**src/rtl/mesi_pkg.sv**
```systemverilog
package mesi_pkg;
  typedef enum logic [1:0] {LN_I = 2'd0, LN_S = 2'd1, LN_E = 2'd2, LN_M = 2'd3} line_st_t;
  typedef enum logic [1:0] {BC_NONE = 2'd0, BC_RD = 2'd1, BC_RDX = 2'd2, BC_WB = 2'd3} bus_cmd_t;
  typedef enum logic [1:0] {OP_RD = 2'd0, OP_WR = 2'd1, OP_EV = 2'd2, OP_RSV = 2'd3} cpu_op_t;

  // State a fill lands in, from the shared vote seen at grant.
  function automatic line_st_t fill_state(input logic for_write, input logic shared_vote);
    if (for_write) return LN_M;
    return shared_vote ? LN_S : LN_E;
  endfunction

  // State after a matching snoop.
  function automatic line_st_t snoop_next(input line_st_t cur, input logic [1:0] cmd);
    if (cmd == BC_RDX) return LN_I;
    if (cmd == BC_RD && cur != LN_I) return LN_S;
    return cur;
  endfunction

  // Local processor hit rule.
  function automatic logic local_hit(input line_st_t cur, input logic [1:0] op, input logic match);
    if (!match) return 1'b0;
    if (op == OP_RD) return cur != LN_I;
    if (op == OP_WR) return cur == LN_M || cur == LN_E;
    return 1'b0;
  endfunction
endpackage

```
**src/rtl/mesi_snoop_unit.sv**
```systemverilog
module mesi_snoop_unit
  import mesi_pkg::*;
#(
  parameter int TAG_W  = 8,
  parameter int DATA_W = 32
) (
  input  logic              snp_valid,
  input  logic [1:0]        snp_cmd,
  input  logic [TAG_W-1:0]  snp_addr,
  input  line_st_t          st,
  input  logic [TAG_W-1:0]  tag,
  input  logic [DATA_W-1:0] data,
  output logic              snp_hit,
  output logic              shared_out,
  output logic              flush_req,
  output logic [DATA_W-1:0] flush_data,
  output line_st_t          snp_next_st
);
  logic is_coh_cmd;

  always_comb begin
    is_coh_cmd  = (snp_cmd == BC_RD) || (snp_cmd == BC_RDX);
    snp_hit     = snp_valid && is_coh_cmd && (st != LN_I) && (snp_addr == tag);
    shared_out  = snp_hit && (snp_cmd == BC_RD);
    flush_req   = snp_hit && (st == LN_M);
    flush_data  = flush_req ? data : '0;
    snp_next_st = snp_hit ? snoop_next(st, snp_cmd) : st;
  end
endmodule

```
**src/rtl/mesi_cpu_unit.sv**
```systemverilog
module mesi_cpu_unit
  import mesi_pkg::*;
#(
  parameter int TAG_W = 8
) (
  input  logic             clk,
  input  logic             rst_n,
  input  logic             cpu_req,
  input  logic [1:0]       cpu_op,
  input  logic [TAG_W-1:0] cpu_addr,
  input  line_st_t         st,
  input  logic [TAG_W-1:0] tag,
  input  logic             snp_hit,
  input  logic             bus_gnt,
  output logic             cpu_hit,
  output logic             local_evict,
  output logic             victim_wb,
  output logic             need_bus,
  output logic [1:0]       cmd,
  output logic             done
);
  logic match;
  logic is_acc;

  always_comb begin
    match       = (st != LN_I) && (tag == cpu_addr);
    is_acc      = (cpu_op == OP_RD) || (cpu_op == OP_WR);
    cpu_hit     = cpu_req && !snp_hit && local_hit(st, cpu_op, match);
    local_evict = cpu_req && !snp_hit && (cpu_op == OP_EV) && (st != LN_M);
    victim_wb   = is_acc && (st == LN_M) && !match;
    need_bus    = cpu_req && !snp_hit && !cpu_hit && !local_evict && (is_acc || cpu_op == OP_EV);
    if (!need_bus)                              cmd = BC_NONE;
    else if (cpu_op == OP_EV || victim_wb)      cmd = BC_WB;
    else if (cpu_op == OP_RD)                   cmd = BC_RD;
    else                                        cmd = BC_RDX;
    done = cpu_hit || local_evict || (need_bus && bus_gnt && !victim_wb);
  end

  // A bus request is held until granted unless a snoop or a dropped request intervenes.
  assert_req_held_R2: assert property (@(posedge clk) disable iff (!rst_n)
    (need_bus && !bus_gnt) |=> (need_bus || snp_hit || !cpu_req));

  assert_hit_nobus_R3: assert property (@(posedge clk) disable iff (!rst_n)
    cpu_hit |-> (cmd == BC_NONE));
endmodule

```
**src/rtl/mesi_line_ctrl.sv**
```systemverilog
module mesi_line_ctrl
  import mesi_pkg::*;
#(
  parameter int TAG_W  = 8,
  parameter int DATA_W = 32
) (
  input  logic              clk,
  input  logic              rst_n,
  input  logic              cpu_req,
  input  logic [1:0]        cpu_op,
  input  logic [TAG_W-1:0]  cpu_addr,
  input  logic [DATA_W-1:0] cpu_wdata,
  output logic              cpu_hit,
  output logic              cpu_stall,
  output logic              cpu_done,
  output logic [DATA_W-1:0] cpu_rdata,
  output logic              bus_req,
  output logic [1:0]        bus_cmd,
  output logic [TAG_W-1:0]  bus_addr,
  output logic [DATA_W-1:0] bus_wdata,
  input  logic              bus_gnt,
  input  logic [DATA_W-1:0] bus_rdata,
  input  logic              shared_in,
  input  logic              snp_valid,
  input  logic [1:0]        snp_cmd,
  input  logic [TAG_W-1:0]  snp_addr,
  output logic              shared_out,
  output logic              flush_req,
  output logic [DATA_W-1:0] flush_data
);
  line_st_t          st_q, st_d, snp_next_st;
  logic [TAG_W-1:0]  tag_q, tag_d;
  logic [DATA_W-1:0] data_q, data_d;
  logic              snp_hit, local_evict, victim_wb, need_bus, gnt_take;
  logic [1:0]        cmd;

  mesi_snoop_unit #(.TAG_W(TAG_W), .DATA_W(DATA_W)) u_snoop (
    .snp_valid(snp_valid), .snp_cmd(snp_cmd), .snp_addr(snp_addr),
    .st(st_q), .tag(tag_q), .data(data_q),
    .snp_hit(snp_hit), .shared_out(shared_out), .flush_req(flush_req),
    .flush_data(flush_data), .snp_next_st(snp_next_st)
  );

  mesi_cpu_unit #(.TAG_W(TAG_W)) u_cpu (
    .clk(clk), .rst_n(rst_n), .cpu_req(cpu_req), .cpu_op(cpu_op), .cpu_addr(cpu_addr),
    .st(st_q), .tag(tag_q), .snp_hit(snp_hit), .bus_gnt(bus_gnt),
    .cpu_hit(cpu_hit), .local_evict(local_evict), .victim_wb(victim_wb),
    .need_bus(need_bus), .cmd(cmd), .done(cpu_done)
  );

  always_comb begin
    gnt_take  = need_bus && bus_gnt;
    bus_req   = need_bus;
    bus_cmd   = cmd;
    bus_addr  = (cmd == BC_WB) ? tag_q : cpu_addr;
    bus_wdata = (cmd == BC_WB) ? data_q : '0;
    cpu_stall = cpu_req && !cpu_done;
    cpu_rdata = (gnt_take && cmd == BC_RD) ? bus_rdata : data_q;
  end

  // Snoop wins over the processor; the two never update in the same cycle.
  always_comb begin
    st_d   = st_q;
    tag_d  = tag_q;
    data_d = data_q;
    if (snp_hit) begin
      st_d = snp_next_st;
    end else if (cpu_hit && cpu_op == OP_WR) begin
      st_d   = LN_M;
      data_d = cpu_wdata;
    end else if (local_evict) begin
      st_d = LN_I;
    end else if (gnt_take) begin
      case (cmd)
        BC_WB:   st_d = LN_I;
        BC_RD: begin
          st_d   = fill_state(1'b0, shared_in);
          tag_d  = cpu_addr;
          data_d = bus_rdata;
        end
        BC_RDX: begin
          st_d   = fill_state(1'b1, shared_in);
          tag_d  = cpu_addr;
          data_d = cpu_wdata;
        end
        default: st_d = st_q;
      endcase
    end
  end

  always_ff @(posedge clk or negedge rst_n) begin
    if (!rst_n) begin
      st_q   <= LN_I;
      tag_q  <= '0;
      data_q <= '0;
    end else begin
      st_q   <= st_d;
      tag_q  <= tag_d;
      data_q <= data_d;
    end
  end

  assert_fill_vote_R2: assert property (@(posedge clk) disable iff (!rst_n)
    (bus_req && bus_gnt && bus_cmd == BC_RD && !shared_in && !snp_hit) |=> (st_q == LN_E));

  assert_write_done_m_R5: assert property (@(posedge clk) disable iff (!rst_n)
    (cpu_done && cpu_op == OP_WR) |=> (st_q == LN_M));

  assert_rdx_invalidates_R7: assert property (@(posedge clk) disable iff (!rst_n)
    (snp_valid && snp_cmd == BC_RDX && st_q != LN_I && snp_addr == tag_q) |=> (st_q == LN_I));

  assert_flush_leaves_m_R8: assert property (@(posedge clk) disable iff (!rst_n)
    flush_req |=> (st_q == LN_S || st_q == LN_I));

  assert_snoop_blocks_cpu_R11: assert property (@(posedge clk) disable iff (!rst_n)
    (shared_out || flush_req) |-> !cpu_done);
endmodule

```
**config.mk**
```make
export PLATFORM = sky130hd
export DESIGN_NAME = mesi_line_ctrl
export DESIGN_NICKNAME = d
export VERILOG_FILES = /design/src/rtl/mesi_pkg.sv /design/src/rtl/mesi_snoop_unit.sv /design/src/rtl/mesi_cpu_unit.sv /design/src/rtl/mesi_line_ctrl.sv
export SDC_FILE = /design/constraint.sdc
export NUM_CORES = 1
export LEC_CHECK = 0
export ABC_CLOCK_PERIOD_IN_PS = 3350
export BUFFER_PORTS_ARGS = -buffer_cell sky130_fd_sc_hd__buf_2
export CAP_MARGIN = 20
export CELL_PAD_IN_SITES_DETAIL_PLACEMENT = 1
export CELL_PAD_IN_SITES_GLOBAL_PLACEMENT = 2
export CORE_UTILIZATION = 26
export DETAILED_ROUTE_END_ITERATION = 12
export PLACE_DENSITY = 0.91
export SYNTH_ARGS = -nofsm -noshare
export SYNTH_HDL_FRONTEND = slang
export SYNTH_SLANG_ARGS = --single-unit
```
**constraint.sdc**
```tcl
create_clock -name clk -period 3.35 [get_ports clk]
set_clock_uncertainty 0.2 [all_clocks]
set_input_delay 0.335 -clock clk [delete_from_list [all_inputs] [get_ports clk]]
set_output_delay 0.335 -clock clk [all_outputs]
set_load 0.01 [all_outputs]
```
# --- Yosys cells after proc, flatten, opt, wreduce, memory -nomap -nowiden ---
# Cells that the tools add are included.
word_totals:
  ff_bits: 42
  input_bits: 90
  output_inout_bits: 112
  word_cells: 105
classes:
  n_eq_ne: 14
  n_mux: 41
  bitwise_logic: 3
  n_reduce_logical: 44
ops:
  columns: ["operator", "n"]
  rows:
  - ["$mux 32", 6]
  - ["$pmux 32 s2", 1]
  - ["$mux 2", 13]
  - ["$logic_and 1x1->1", 21]
  - ["$mux 1", 19]
  - ["$eq 8x8->1", 2]
  - ["$eq 2x2->1 const B", 6]
  - ["$mux 8", 1]
  - ["$logic_or 1x1->1", 7]
  - ["$eq 2x1->1 const B", 3]
  - ["$logic_not 1->1", 6]
  - ["$pmux 2 s3", 1]
  - ["$reduce_bool 6->1", 1]
  - ["$reduce_and 5->1", 1]
  - ["$reduce_and 4->1", 1]
  - ["$reduce_bool 2->1", 2]
  - ["$reduce_bool 4->1", 1]
  - ["$ne 3x3->1 const B", 1]
  - ["$not 1->1", 3]
  - ["$reduce_and 3->1", 1]
  - ["$reduce_bool 3->1", 1]
  - ["$logic_not 2->1", 1]
  - ["$ne 2x1->1 const B", 1]
  - ["$ne 2x2->1 const B", 1]
  - ["$reduce_or 2->1", 1]

# --- Longest topological paths before layout ---
depth:
  word_depth: 26
  depth_mapped: 9
  mapped_depth_nobuf: 8

# --- Hierarchy ---
# Synthesis repeated with hierarchy kept, for this count alone.
unflattened:
  cells_unflattened: 493
  hier_area_um2: 4441.8
modules_own_cells:
  columns: ["mod", "n_inst", "cells_per_inst", "area_per_inst_um2", "seq_area_each_um2"]
  rows:
  - ["mesi_line_ctrl", 1, 343, 3364.5, 1051.0]
  - ["mesi_snoop_unit", 1, 108, 810.8, 0.0]
  - ["mesi_cpu_unit", 1, 42, 266.5, 0.0]

# --- Least setup slack after synthesis ---
# OpenSTA, ideal clock, no wires.
synth_path:
  kind: "input port to output port"
  from: "input port snp_cmd[0]"
  to: "output port cpu_rdata[10]"
  t_arrival_ns: 2.170
  t_required_ns: 2.815
  slack_ns: 0.645
  cell_stages: 9
  path_buffers: 2
  path_cell_list: "inv_1 > ha_1 > inv_1 > o2111ai_1 > o41ai_2 > or4_1 > buf_2 > buf_6 > mux2_4"
synth_via:
  elab_chain_cells: 16
  elab_cells_between_ends: 21
  cone_classes: "3 x eq/ne; 2 x mux; 16 x reduce/logical"
synth_lines:
  columns: ["item", "line_no", "rtl"]
  rows:
  - ["start: declaration", "mesi_line_ctrl.sv:25", "input logic [1:0] snp_cmd,"]
  - ["$eq 2x1->1 / $eq 2x2->1 (equally long branches)", "mesi_snoop_unit.sv:22", "is_coh_cmd = (snp_cmd == BC_RD) || (snp_cmd == BC_RDX);"]
  - ["$logic_or 1x1->1 *", "mesi_snoop_unit.sv:22", null]
  - ["$logic_and 1x1->1 * (3 in a row)", "mesi_snoop_unit.sv:23", "snp_hit = snp_valid && is_coh_cmd && (st != LN_I) && (snp_addr == tag);"]
  - ["$logic_not 1->1 *", "mesi_cpu_unit.sv:28, mesi_cpu_unit.sv:29, mesi_cpu_unit.sv:31", null]
  - ["$logic_and 1x1->1 *", "mesi_cpu_unit.sv:28, mesi_cpu_unit.sv:29, mesi_cpu_unit.sv:31", null]
  - ["$logic_and 1x1->1, on equally long branches", "mesi_cpu_unit.sv:28, mesi_cpu_unit.sv:29", null]
  - ["$logic_not 1->1 / $logic_and 1x1->1 (equally long branches)", "mesi_cpu_unit.sv:31, mesi_cpu_unit.sv:29", null]
  - ["$logic_and 1x1->1 / $logic_not 1->1 (equally long branches)", "mesi_cpu_unit.sv:31", "need_bus = cpu_req && !snp_hit && !cpu_hit && !local_evict && (is_acc || cpu_op == OP_EV);"]
  - ["$logic_and 1x1->1 * (2 in a row)", "mesi_cpu_unit.sv:31", null]
  - ["$mux 2", "mesi_cpu_unit.sv:32", "if (!need_bus) cmd = BC_NONE;"]
  - ["$eq 2x1->1", "mesi_line_ctrl.sv:58", "cpu_rdata = (gnt_take && cmd == BC_RD) ? bus_rdata : data_q;"]
  - ["$logic_and 1x1->1 *", "mesi_line_ctrl.sv:58", null]
  - ["$mux 32 *", "mesi_line_ctrl.sv:58", null]
  - ["end: declaration", "mesi_line_ctrl.sv:16", "output logic [DATA_W-1:0] cpu_rdata,"]
# Every way passes the cells marked *; elsewhere a longest branch is shown, timed or not.

# --- Worst setup path after layout ---
layout_path:
  from: "register st_q[1]"
  to: "output port bus_addr[1]"
layout_via:
  elab_chain_cells: 14
  elab_cells_between_ends: 31
  cone_classes: "4 x eq/ne; 8 x mux; 19 x reduce/logical"
layout_lines:
  columns: ["item", "line_no", "rtl"]
  rows:
  - ["start: declaration", "mesi_line_ctrl.sv:31", "line_st_t st_q, st_d, snp_next_st;"]
  - ["start signal: assignment", "mesi_line_ctrl.sv:97", "st_q <= st_d;"]
  - ["$reduce_bool 2->1 (tied with other cells)", "mesi_pkg.sv:22, mesi_snoop_unit.sv:23, mesi_cpu_unit.sv:26", null]
  - ["$mux 1 / $logic_or 1x1->1 (equally long branches)", "mesi_pkg.sv:22, mesi_pkg.sv:23", null]
  - ["$mux 1", "mesi_pkg.sv:23", "if (op == OP_WR) return cur == LN_M || cur == LN_E;"]
  - ["$mux 1", "mesi_pkg.sv:24", "return 1'b0;"]
  - ["$mux 1", "mesi_pkg.sv:23", null]
  - ["$mux 1", "mesi_pkg.sv:22", "if (op == OP_RD) return cur != LN_I;"]
  - ["$logic_and 1x1->1", "mesi_cpu_unit.sv:28", "cpu_hit = cpu_req && !snp_hit && local_hit(st, cpu_op, match);"]
  - ["$logic_not 1->1", "mesi_cpu_unit.sv:31", null]
  - ["$logic_and 1x1->1 (3 in a row)", "mesi_cpu_unit.sv:31", null]
  - ["$mux 2 *", "mesi_cpu_unit.sv:32", null]
  - ["$eq 2x2->1 *", "mesi_line_ctrl.sv:55", "bus_addr = (cmd == BC_WB) ? tag_q : cpu_addr;"]
  - ["$mux 8 *", "mesi_line_ctrl.sv:55", null]
  - ["end: declaration", "mesi_line_ctrl.sv:19", "output logic [TAG_W-1:0] bus_addr,"]
# Marks and branches as above.

==> results.md <==
* Outcome: finished, final reports clean
* Fin nets at 619
* FF-to-FF End: data_q[28]$_DFFE_PN0P_
* H-tree levels at 2
* Clk_lat worst skew at 0.29 ns
* DRT antenna net count at 0
* TritonCTS Buffers at 5
* Global-route wire length before repair at 18700 um
* Worst hold-check path type: in2reg
* Post-placement setup slack at 0.302 ns
* Drt drc at 0
* Total power at 2030 uW
* Critical setup path kind: reg2out
* Ports at 202
* Synth Area in XOR/XNOR at 3.96%
* Detail Placement HPWL at 9030 um
* Ys flop type: dfrtp_1
* Mapped Nets at 418
* Gr usage total at 16.8%
* Most common cell after layout, fill and taps aside: buf_2
* Pins Over Slew Limit at 0
* Max FO, Critical Path at 20
* Mapped Area at 3540 sq um
* # diodes at 0
* RR Startpoint: tag_q[6]$_DFFE_PN0P_
* Chip Height at 119 um
* Total core area at 13200 sq um
* Total negative slack for setup checks at 0 ns
* Most frequent cells in the layout: buf_2, mux2_2, and2_1, dfrtp_1, mux2_4
* Largest net degree at the start of global routing at 43
* Met2 routed WL at 6030 um
* Hold slack at 0.121 ns
* Met1 wire length at 5150 um
* Post-synthesis async set-or-reset flop share at 100%
* Main combinational cell family by area after synthesis: multiplexers
* CTS tree: yes
* Flop and latch count out of synthesis at 42
* Final setup margin at 0.155 ns
* CTS clk-pin slew, worst paths at 0.07 ns
* Leak Pwr at 0.00258 uW
* CTS sink cnt at 42
* Initial antenna violation count at 0
* # rows at 42
* VDD IR-drop max at 0.173 mV
* Mux cell area share after synthesis at 39.1%
* Fin util at 37.7%
* Chip width at 119 um
* Hold depth at 2
* Register-to-register setup slack at 0.67 ns
* Number of flops mapped to enable cells by yosys at 0
* Vias in the first global route at 3475
* Initial Utilization at 26.7%
* Post-synthesis instance total at 326
* Simple-gate share of the synthesized area at 16.6%
* Top layer in use: met4
* Worst slew pin tran at 0.548 ns
* CP startpoint kind: flop
* CTS Root Cell: clkbuf_16
* RSZ-0062 raised after global routing: false
* Period utilisation layout at 95.4%
* Final Hold Viols at 0
* GP Congestion at 0.732
* Syn avg cell area at 10.9 sq um
* Die area at 14100 sq um
* Worst EP arrival at 2.66 ns
* Worst EP required at 2.81 ns
* Final min period at 3.19 ns
* Clock buffer depth at 2
* Vias per Instance at 4.63
* DRT Wirelength at 12000 um
* Layout area overhead at 41.0%
* Post-Synth Adder-Cell Area at 1.03%
* Worst setup EP type: output pin
* Hold EP: tag_q[1]$_DFFE_PN0P_
* Drt first-iter violations at 63
* Seq/Total Area, Yosys at 29.7%
* Pre-antenna DRT Iters at 4
* Slew headroom at 63.4%
* Global route total overflow at 0
* R2R cell count at 8
* Fmax at 313 MHz
* Pwr per Cell Area at 407 nW/um^2
* Met3 Wirelength at 731 um
* Synth Area in Compound Gates at 5.59%
* Number of synthesis warnings at 0
* Hold_sp: cpu_addr[1]
* Synth unique cells at 44
* # setup viols final at 0
* Vias at 3260
* Routed WL per cell at 17.1 um
* PortBufs at 201
* Fraction of layout cells with a size suffix above 1 at 63.6%
* Max Cap Viol at 0
-- what timing repair did --
action                     in CTS  in global routing
hold buffers                    0                  1
gates resized for setup         0                  1
buffers inserted                0                  0
setup endpoints to repair       0                 32
hold endpoints to repair        0                 17
-- layer usage --
| metal | GRT usage (%) | vias up |
|---|---|---|
| li1 | - | 1539 |
| met4 | 3.96 | 0 |
| met1 | 20.5 | 1576 |
| met5 | 0 | - |
| met3 | 3.62 | 11 |
| met2 | 29.8 | 134 |
-- state kept, by name, indices dropped and copies added (netlist names) --
name / cells
data_q: 32
st_q: 2
tag_q: 8
-- how the worst max path moves through the flow --
stage / startpoint / end / slack [ns]
after CTS: tag_q[6]$_DFFE_PN0P_ / cpu_rdata[0] / 0.03
after floorplan: snp_cmd[0] / cpu_rdata[10] / 0.65
after detailed placement: snp_cmd[0] / cpu_rdata[0] / 0.30
after global placement: snp_cmd[0] / cpu_rdata[10] / 0.33
final: st_q[1]$_DFFE_PN0P_ / bus_addr[1] / 0.16
after global routing: st_q[1]$_DFFE_PN0P_ / bus_addr[1] / 0.04
-- synth_stat cells, types with 2 or more instances --
cell / n / area, sq um
nand3_1: 2 / 10.0
a211oi_1: 4 / 30.0
nor2b_1: 3 / 18.8
dfrtp_1: 42 / 1050
a31oi_1: 2 / 12.5
nor2_1: 8 / 30.0
and2_1: 66 / 413
xnor2_1: 15 / 131
clkbuf_1: 8 / 30.0
nor4_1: 2 / 12.5
nand2_1: 6 / 22.5
ha_1: 2 / 25.0
inv_1: 5 / 18.8
mux2_1: 9 / 101
buf_6: 3 / 33.8
or2_2: 2 / 12.5
buf_2: 12 / 60.1
o21ai_0: 4 / 20.0
o22ai_1: 2 / 12.5
mux2_2: 73 / 822
mux2_4: 30 / 450
a21oi_1: 3 / 15.0
nor3b_1: 2 / 15.0
-- worst max-delay path: stages (launching register included) --
cell       delay, ns
dfrtp_1         0.40
buf_4           0.20
o2111ai_1       0.30
o41ai_2         0.15
or2_1           0.31
a211oi_4        0.19
buf_4           0.30
mux2_2          0.38
buf_2           0.14
-- area by class of cell --
cell class / instances / area [sq um]
clock buffer: 6 / 139
clock inverter: 2 / 12.5
fill: 1590 / 8260
inverter: 5 / 18.8
multi-input combinational: 256 / 2360
sequential: 42 / 1050
tap: 176 / 220
timing repair buffer: 217 / 1180
-- power by group --
part	total, uW	internal [uW]	switching, uW
registers	761	632	130
clock network	507	296	212
logic	762	443	320
total	2030	1370	661
-- metrics by stage --
step	cells	instance area, sq um
floorplan	326	3540
global placement	693	4780
detailed placement	693	4780
CTS	701	4930
global route	704	4990
finish	704	4990
-- kinds of logic (layout without fill, tap and decap cells) --
group | Yosys count | in the layout
xor gates and xnor gates | 16 | 16
buffers and inverters | 28 | 230
AOI/OAI and AO/OA | 26 | 26
adders and majority gates | 3 | 3
and+or+nand+nor | 98 | 98
DFF | 42 | 42
muxes | 113 | 113
(Power assumes the default switching activity.)
